**config.mk**
```make
export PLATFORM = sky130hd
export DESIGN_NAME = fault_restart_ctrl
export DESIGN_NICKNAME = d
export VERILOG_FILES = /design/src/rtl/fr_pkg.sv /design/src/rtl/fr_hold_timer.sv /design/src/rtl/fr_softstart.sv /design/src/rtl/fr_seq.sv /design/src/rtl/fault_restart_ctrl.sv
export SDC_FILE = /design/constraint.sdc
export NUM_CORES = 1
export LEC_CHECK = 0
export ABC_CLOCK_PERIOD_IN_PS = 2300
export BUFFER_PORTS_ARGS = -buffer_cell sky130_fd_sc_hd__buf_2
export CAP_MARGIN = 20
export CORE_MARGIN = 5
export CORE_UTILIZATION = 35
export CTS_CLUSTER_SIZE = 28
export DETAILED_ROUTE_END_ITERATION = 6
export GPL_TIMING_DRIVEN = 0
export PLACE_DENSITY_LB_ADDON = 0.12
export SLEW_MARGIN = 20
export SYNTH_ARGS = -nofsm -noshare
export SYNTH_HDL_FRONTEND = slang
export SYNTH_SLANG_ARGS = --single-unit
```
**constraint.sdc**
```tcl
create_clock -name clk -period 2.3 [get_ports clk]
set_input_delay 0.23 -clock clk [delete_from_list [all_inputs] [get_ports clk]]
set_output_delay 0.23 -clock clk [all_outputs]
set_load 0.005 [all_outputs]
```
**src/rtl/fr_pkg.sv**
```systemverilog
package fr_pkg;
  typedef enum logic [2:0] {
    ST_OFF   = 3'd0,
    ST_RUN   = 3'd1,
    ST_WAIT  = 3'd2,
    ST_HOLD  = 3'd3,
    ST_LATCH = 3'd4
  } fr_state_t;

  localparam logic [1:0] MODE_LATCH = 2'b00;
  localparam logic [1:0] MODE_IMM   = 2'b01;
endpackage

```
**src/rtl/fr_hold_timer.sv**
```systemverilog
module fr_hold_timer #(
  parameter int DLY_W = 16
) (
  input  logic             clk,
  input  logic             clr,
  input  logic             en,
  input  logic [DLY_W-1:0] limit,
  output logic             done
);
  logic [DLY_W-1:0] cnt;

  always_ff @(posedge clk) begin
    if (clr)     cnt <= '0;
    else if (en) cnt <= cnt + 1'b1;
  end

  assign done = (cnt == limit);
endmodule

```
**src/rtl/fr_softstart.sv**
```systemverilog
module fr_softstart #(
  parameter int SS_W = 8
) (
  input  logic            clk,
  input  logic            rst,
  input  logic            run_nxt,
  input  logic            strobe,
  input  logic [SS_W-1:0] step,
  output logic [SS_W-1:0] code
);
  localparam logic [SS_W-1:0] FULL = {SS_W{1'b1}};
  logic [SS_W:0] sum;

  assign sum = {1'b0, code} + {1'b0, step};

  always_ff @(posedge clk) begin
    if (rst || !run_nxt) code <= '0;
    else if (strobe)     code <= sum[SS_W] ? FULL : sum[SS_W-1:0];
  end
endmodule

```
**src/rtl/fr_seq.sv**
```systemverilog
module fr_seq
  import fr_pkg::*;
(
  input  logic       clk,
  input  logic       rst,
  input  logic       fault_i,
  input  logic       uvlo_i,
  input  logic [1:0] mode_i,
  input  logic       hold_done,
  output logic       hold_en,
  output logic       hold_clr,
  output logic       run_nxt,
  output logic       run_o,
  output logic       kill_o
);
  fr_state_t st, nxt;
  logic      enter_fault;

  always_comb begin
    nxt         = st;
    enter_fault = 1'b0;
    if (uvlo_i) begin
      nxt = ST_OFF;
    end else begin
      unique case (st)
        ST_OFF: nxt = ST_RUN;
        ST_RUN: if (fault_i) begin
          enter_fault = 1'b1;
          nxt = (mode_i == MODE_LATCH) ? ST_LATCH : ST_WAIT;
        end
        ST_WAIT: if (!fault_i) begin
          if (mode_i == MODE_LATCH)    nxt = ST_LATCH;
          else if (mode_i == MODE_IMM) nxt = ST_RUN;
          else                         nxt = ST_HOLD;
        end
        ST_HOLD: begin
          if (fault_i)        nxt = ST_WAIT;
          else if (hold_done) nxt = ST_RUN;
        end
        ST_LATCH: if (mode_i != MODE_LATCH) nxt = ST_WAIT;
        default: nxt = ST_OFF;
      endcase
    end
  end

  assign run_nxt  = (nxt == ST_RUN);
  assign hold_clr = (st != ST_HOLD);
  assign hold_en  = (st == ST_HOLD) && !fault_i && !uvlo_i;

  always_ff @(posedge clk) begin
    if (rst) begin
      st     <= ST_OFF;
      run_o  <= 1'b0;
      kill_o <= 1'b0;
    end else begin
      st     <= nxt;
      run_o  <= run_nxt;
      kill_o <= enter_fault;
    end
  end
endmodule

```
**src/rtl/fault_restart_ctrl.sv**
```systemverilog
module fault_restart_ctrl #(
  parameter int DLY_W = 16,
  parameter int SS_W  = 8
) (
  input  logic             clk,
  input  logic             rst,
  input  logic             fault_i,
  input  logic             uvlo_i,
  input  logic [1:0]       mode_i,
  input  logic [DLY_W-1:0] hold_cnt_i,
  input  logic [SS_W-1:0]  ss_step_i,
  input  logic             cyc_start_i,
  output logic             kill_o,
  output logic             run_o,
  output logic [SS_W-1:0]  ss_code_o
);
  logic hold_done, hold_en, hold_clr, run_nxt;

  fr_seq u_seq (
    .clk       (clk),
    .rst       (rst),
    .fault_i   (fault_i),
    .uvlo_i    (uvlo_i),
    .mode_i    (mode_i),
    .hold_done (hold_done),
    .hold_en   (hold_en),
    .hold_clr  (hold_clr),
    .run_nxt   (run_nxt),
    .run_o     (run_o),
    .kill_o    (kill_o)
  );

  fr_hold_timer #(.DLY_W(DLY_W)) u_timer (
    .clk   (clk),
    .clr   (hold_clr | rst),
    .en    (hold_en),
    .limit (hold_cnt_i),
    .done  (hold_done)
  );

  fr_softstart #(.SS_W(SS_W)) u_ss (
    .clk     (clk),
    .rst     (rst),
    .run_nxt (run_nxt),
    .strobe  (cyc_start_i),
    .step    (ss_step_i),
    .code    (ss_code_o)
  );
endmodule

```
==> results of run 1 <==
==> logic make-up (layout without fill, tap and decap cells) <==
logic type | after synthesis | in the layout
buffers and inverters | 17 | 65
XOR/XNOR | 31 | 31
adder cells (fa/ha/maj) | 10 | 10
AND/OR/NAND/NOR | 89 | 89
flip-flops | 29 | 29
AO/OA/AOI/OAI | 34 | 34
==> routing by layer <==
layer / routed length [um] / track usage / share of wire
met5: 0 / 0 / 0
met4: 71 / 0.0648 / 0.017
met3: 251 / 0.0369 / 0.060
met2: 1950 / 0.216 / 0.46
met1: 1940 / 0.170 / 0.46
==> worst register-to-register path, cell delays in order (launching register included) <==
cell	delay, ps
dfxtp_1	350
ha_1	200
inv_1	60
fa_1	390
and2b_1	270
o2111ai_2	170
a31oi_4	300
inv_1	100
a211oi_1	220
==> power groups by stage <==
stage	Sequential [W]	Combinational (W)	Clock, W
2_1_floorplan	0.000532	0.000106	0
5_1_grt	0.000522	0.000203	0.000469
4_1_cts	0.000521	0.000171	0.000451
3_3_place_gp	0.000532	0.000169	0
6_report	0.000521	0.000180	0.000430
3_5_place_dp	0.000532	0.000169	0
==> repair_timing <==
action                                  in CTS  in global routing
buffers inserted                             0                  2
resized for setup                            1                  2
cloned                                       0                  0
pin swaps                                    0                  1
endpoints found under the setup margin       6                  4
==> cells in the mapped netlist (2+ instances only) <==
master,number
dfxtp_1,29
nor2_1,25
xor2_1,17
xnor2_1,14
inv_1,10
o21ai_0,10
a21oi_1,9
ha_1,9
nor3_1,8
nand2_1,6
nor4_1,6
and3_1,5
nand4_1,5
nand3_1,4
or3_1,4
a211oi_1,3
o22ai_1,3
and3b_1,2
and4_1,2
buf_2,2
buf_4,2
buf_6,2
nand2b_1,2
nand3b_1,2
nor3b_1,2
nor4b_1,2
o21a_1,2
or2_2,2
==> per-stage QoR <==
stage                     setup TNS (ps)  utilization  power (W)  std cells  setup slack (ps)
after global routing                   0        0.439    0.00119        328              11.0
after floorplan                        0            -   0.000638        210               264
after global placement              -155        0.415   0.000701        319             -97.8
after CTS                              0        0.433    0.00114        326              39.4
after detailed placement            -172        0.415   0.000701        319              -105
final                                  0        0.439    0.00113        328               168
==> layout make-up <==
class	instances	area, um2	share of cell area
Buffer	7	51.3	0.0230
Clock buffer	7	86.3	0.0387
Inverter	10	37.5	0.0168
Multi-Input combinational cell	164	1170	0.527
Sequential cell	29	581	0.261
Tap cell	70	87.6	0.0393
Timing Repair Buffer	41	210	0.0943
==> sequential cells by signal, summed over array words and instances (netlist names) <==
signal        flops
u_seq.kill_o      1
u_ss.code         8
u_seq.st          3
u_seq.run_o       1
u_timer.cnt      16
==> final timing paths <==
kind / slack [ps] / cells after the start / start / end
max: 170 / 8 / u_ss.code[0] / u_ss.code[1]
min: 140 / 2 / mode_i[0] / u_seq.st[2]
max reg2reg: 170 / 8 / u_ss.code[0] / u_ss.code[1]
min reg2reg: 500 / 2 / u_ss.code[4] / u_ss.code[4]
==> cell usage in the layout (no fill, tap or decap), types with 4 or more instances in the layout <==
cell	n
nand2_1	6
xnor2_1	14
o21ai_0	10
clkbuf_8	6
nor3_1	8
a21oi_1	9
nor4_1	6
xor2_1	17
nand4_1	5
buf_2	41
nand3_1	4
nor2_1	25
and3_1	5
ha_1	9
buf_4	4
dfxtp_1	29
or3_1	4
inv_1	10
==> results.sh, run 1 <==
export IMPL_share_comb_of_total_power=0.159
export IMPL_total_leakage_power_nw=0.953
export IMPL_synthesis_instances=210
export IMPL_finalClockSkew_ps=5.52
export IMPL_dp_hpwl_um=3140
export IMPL_drv_max_cap_violation_count=0
export IMPL_power_switching_w=0.000292
export IMPL_cell_area_after_placement_um2=2110
export IMPL_globalRouteTotalUtil=0.136
export IMPL_mappedNetlistNets=251
export IMPL_crit_type="reg2reg"
export IMPL_yosys_top_cells_area="dfxtp_1 (32%), xor2_1 (8.2%), xnor2_1 (6.7%), ha_1 (6.2%), nor2_1 (5.1%)"
export IMPL_synth_top_area_cell="dfxtp_1"
export IMPL_maximum_number_of_pins_on_one_net_before_global_route_repair=11
export IMPL_worst_ep_required_time_ps=2490
export IMPL_fp_dieArea_um2=6750
export IMPL_synth_top_family_by_area="simple AND/OR/NAND/NOR gates"
export IMPL_vias_per_cell=4.93
export IMPL_finalSetupViolCount=0
export IMPL_grt_first_pass_wirelength_um=6960
export IMPL_number_of_fill_cells=541
export IMPL_number_of_buffers_inserted_during_clock_tree_synthesis=5
export IMPL_post_route_cells_drive_above_1_share=0.244
export IMPL_antenna_found_initial=0
export IMPL_routed_wirelength_um=4210
export IMPL_ioPinCount=41
export IMPL_worstSetupEndpointType="flip-flop"
export IMPL_swShare=0.258
export IMPL_max_stage_delay_ps=390
export IMPL_fp_row_count=26
export IMPL_grt_setup_unrepaired="no"
export IMPL_antenna_violating_nets_post_route=0
export IMPL_tightestPinTransition_ps=510
export IMPL_initial_standard_cell_utilization_of_the_core=0.359
export IMPL_leading_register_cell_type_out_of_synthesis="dfxtp_1"
export IMPL_ant_diodes=0
export IMPL_syn_area_um2=1820
export IMPL_detailedRoute_firstIterationViolations=62
export IMPL_synth_avg_cell_area_um2=8.68
export IMPL_core_area_um2=5070
export IMPL_synth_top_cell_area_share=0.318
export IMPL_post_dr_wirelength_cell_um=12.8
export IMPL_synth_edff_count=0
export IMPL_max_slew_margin_rel=0.660
export IMPL_multiplexer_fraction_of_the_synthesized_cell_area=0
export IMPL_critical_path_most_common_cell="inv_1"
export IMPL_cp_max_fo=5
export IMPL_layout_min_cycle_time_ps=2130
export IMPL_cp_slowest_cell="fa_1"
export IMPL_cts_htree_levels=2
export IMPL_chipHeight_um=82.2
export IMPL_tritoncts="done"
export IMPL_power_frac_seq=0.461
export IMPL_drt_pre_antenna_iters=4
export IMPL_critical_path_arrival_ps=2330
export IMPL_achievable_frequency_mhz=469
export IMPL_report_final_slew_viol_count=0
export IMPL_fin_crit_sh=0.927
export IMPL_worst_path_dominant_cell_family="compound AO/OA/AOI/OAI gates"
export IMPL_postSynth_asyncResetShare=0
export IMPL_setup_worst_path_start_class="flip-flop"
export IMPL_syn2layout_area_growth_pct=22.2
export IMPL_yosys_area_share_simple=0.296
export IMPL_design_final_nets=299
export IMPL_synth_ff_latch_count=29
export IMPL_outcome="finished clean"
export IMPL_critical_path_buf_inv_count=2
export IMPL_cts_max_path_buffers=2
export IMPL_drc=0
export IMPL_synthDistinctLibCells=49
export IMPL_die_x_um=82.2
export IMPL_grt_ovfl_total=0
export IMPL_clock_insertion_delay_worst_skew_ps=280
export IMPL_cts_sink_count=29
export IMPL_post_synth_fa_ha_maj_area_fraction=0.0728
export IMPL_yosys_warnings=0
export IMPL_post_route_design_area_um2=2230
export IMPL_yosysSeqAreaShare=0.318
export IMPL_dr_total_vias=1617
export IMPL_hold_path_class="in2reg"
export IMPL_gp_congestion=0.755
export IMPL_clock_group_share_of_total_power=0.380
export IMPL_root_buffer="clkbuf_8"
export IMPL_vias_in_the_first_global_route=1520
export IMPL_synthesized_area_fraction_occupied_by_ao_oa_aoi_and_oai_cells=0.115
export IMPL_pwrdens_nw_per_um2=508
export IMPL_hold_ws_ps=144
export IMPL_timing_critical_path_cells="ha_1, inv_1, fa_1, and2b_1, o2111ai_2, a31oi_4, inv_1, a211oi_1"
export IMPL_power_ir_vdd_worst_mv=0.187
export IMPL_port_buffers=39
export IMPL_postCtsHoldBufs=0
export IMPL_synthXorXnorAreaFrac=0.149
export IMPL_hold_viol_final=0
export IMPL_clk_pin_slew_worst_paths_ps=70
export IMPL_power_report_internal_total_w=0.000839
Power figures use the tool's default switching activity.
==> run 2, diff against run 1 <==
--- a/config.mk
+++ b/config.mk
@@ -14,6 +14,7 @@
 export DETAILED_ROUTE_END_ITERATION = 6
 export GPL_TIMING_DRIVEN = 0
 export PLACE_DENSITY_LB_ADDON = 0.12
+export RECOVER_POWER = 25
 export SLEW_MARGIN = 20
 export SYNTH_ARGS = -nofsm -noshare
 export SYNTH_HDL_FRONTEND = slang
==> run 2 against run 1 <==
Die area unchanged. Clock-buffer cell count unchanged. Power about the same. Utilization decreased by 0.074 points. Global-route usage unchanged. Sequential power about the same. Clock power about the same. Register-to-register slack about the same. Critical path depth unchanged. Design area decreased by 0.17%. Critical endpoint unchanged. Largest power group unchanged.
==> results.sh, run 2 (synthesized netlist as in run 1, its figures left out) <==
export IMPL_global_route_usage_met3=0.0369
export IMPL_fp_dieArea_um2=6750
export IMPL_use_met1=0.170
export IMPL_report_final_slew_viol_count=0
export IMPL_cts_max_path_buffers=2
export IMPL_layout_min_cycle_time_ps=2140
export IMPL_routed_wirelength_um=4210
export IMPL_max_ffs_per_register=16
export IMPL_number_of_buffers_inserted_during_clock_tree_synthesis=5
export IMPL_achievable_frequency_mhz=468
export IMPL_worstReg2RegStart="u_ss.code[0]"
export IMPL_worst_path_dominant_cell_family="compound AO/OA/AOI/OAI gates"
export IMPL_post_dr_wirelength_cell_um=12.8
export IMPL_reg_to_reg_slack_setup_ps=160
export IMPL_layout_commonest_cell="buf_2"
export IMPL_worstHoldEndpoint="u_seq.st[2]"
export IMPL_worst_ep_required_time_ps=2490
export IMPL_maximum_number_of_pins_on_one_net_before_global_route_repair=11
export IMPL_vias_in_the_first_global_route=1520
export IMPL_chipHeight_um=82.2
export IMPL_ant_diodes=0
export IMPL_root_buffer="clkbuf_8"
export IMPL_postCtsHoldBufs=0
export IMPL_clock_insertion_delay_worst_skew_ps=280
export IMPL_post_route_worst_setup_slack_ps=163
export IMPL_pwrdens_nw_per_um2=508
export IMPL_grt_use_met2=0.216
export IMPL_core_area_um2=5070
export IMPL_post_route_design_area_um2=2220
export IMPL_antenna_found_initial=0
export IMPL_outcome="finished clean"
export IMPL_ioPinCount=41
export IMPL_post_route_cells_drive_above_1_share=0.233
export IMPL_clk_pin_slew_worst_paths_ps=70
export IMPL_drc=0
export IMPL_pre_cts_slack_ps=-105
export IMPL_vias_per_cell=4.92
export IMPL_hold_ws_ps=144
export IMPL_dp_hpwl_um=3140
export IMPL_dr_total_vias=1613
export IMPL_initial_standard_cell_utilization_of_the_core=0.359
export IMPL_antenna_violating_nets_post_route=0
export IMPL_cell_area_after_placement_um2=2110
export IMPL_grt_busiest_layer="met2"
export IMPL_grt_setup_unrepaired="no"
export IMPL_power_ir_vdd_worst_mv=0.187
export IMPL_design_final_nets=299
export IMPL_largest_registers="u_timer.cnt: 16 flops, u_ss.code: 8 flops, u_seq.st: 3 flops"
export IMPL_cp_max_fo=5
export IMPL_fp_row_count=26
export IMPL_grt_first_pass_wirelength_um=6960
export IMPL_max_stage_delay_ps=390
export IMPL_detailedRoute_firstIterationViolations=62
export IMPL_globalRouteTotalUtil=0.136
export IMPL_tightestPinTransition_ps=509
export IMPL_max_slew_margin_rel=0.660
export IMPL_cts_htree_levels=2
export IMPL_cp_slowest_cell="fa_1"
export IMPL_grt_ovfl_total=0
export IMPL_setup_worst_path_start_class="flip-flop"
export IMPL_post_route_util=0.438
export IMPL_total_leakage_power_nw=0.941
export IMPL_port_buffers=39
export IMPL_hold_viol_final=0
export IMPL_timing_rr_end="u_ss.code[1]"
export IMPL_drv_max_cap_violation_count=0
export IMPL_r2r_worst_path_cells=8
export IMPL_totalNegativeSetupSlack_ps=0
export IMPL_hold_start="mode_i[0]"
export IMPL_critical_path_most_common_cell="inv_1"
export IMPL_finalSetupViolCount=0
export IMPL_syn2layout_area_growth_pct=22.0
export IMPL_final_cell_mix="buf_2 (38), dfxtp_1 (29), nor2_1 (25)"
export IMPL_hold_path_depth=2
export IMPL_finalClockSkew_ps=5.52
export IMPL_cts_sink_count=29
export IMPL_gp_congestion=0.755
export IMPL_regMostFlops="u_timer.cnt"
export IMPL_hold_path_class="in2reg"
export IMPL_die_x_um=82.2
export IMPL_tritoncts="done"
export IMPL_critical_path_buf_inv_count=2
export IMPL_crit_type="reg2reg"
export IMPL_drt_pre_antenna_iters=4
export IMPL_timing_critical_path_cells="ha_1, inv_1, fa_1, and2b_1, o2111ai_2, a31oi_4, inv_1, a211oi_1"
export IMPL_fin_crit_sh=0.929
export IMPL_critical_path_arrival_ps=2330
export IMPL_worstSetupEndpointType="flip-flop"
run 2: cell types whose count changed in the layout (fill, tap and decap cells not counted):
cell and change:
clkbuf_1 +2, buf_1 +1, buf_2 -3
run 2: where the power goes:
group          leakage, nW  total (W)  switching, W  internal [W]
clock network       0.0443   0.000430      0.000193      0.000237
logic                0.662   0.000179     0.0000910     0.0000880
registers            0.235   0.000521    0.00000745      0.000514
run 2: repair_timing:
action / in CTS / in global routing
buffers inserted: 0 / 2
endpoints found under the hold margin: 0 / 0
pin swaps: 0 / 1
endpoints found under the setup margin: 6 / 4
gates resized for setup: 1 / 2
run 2: layout make-up:
cell class / instances / area [um2]
Buffer: 7 / 51.3
Inverter: 10 / 37.5
Multi-Input combinational cell: 164 / 1170
Clock buffer: 7 / 86.3
Timing Repair Buffer: 41 / 206
Fill cell: 544 / 2850
Sequential cell: 29 / 581
Tap cell: 70 / 87.6
run 2: worst max-delay path by stage:
stage	cells after the start	start	slack, ps	to
CTS	8	u_ss.code[0]	40	u_ss.code[1]
global route	8	u_ss.code[0]	6	u_ss.code[1]
finish	8	u_ss.code[0]	160	u_ss.code[1]
global placement	8	u_ss.code[0]	-100	u_ss.code[1]
detailed placement	8	u_ss.code[0]	-100	u_ss.code[1]
floorplan	8	u_ss.code[0]	260	u_ss.code[1]
run 2: routing by layer:
layer  vias to the layer above  part of all wire
li1                        842                 -
met1                       731              0.46
met2                        35              0.46
met3                         5             0.060
met4                         0             0.017
met5                         -                 0
run 2: stage by stage:
stage / total power, W / cells
after global routing: 0.00119 / 328
final: 0.00113 / 328
after global placement: 0.000701 / 319
after detailed placement: 0.000701 / 319
after CTS: 0.00114 / 326
after floorplan: 0.000638 / 210
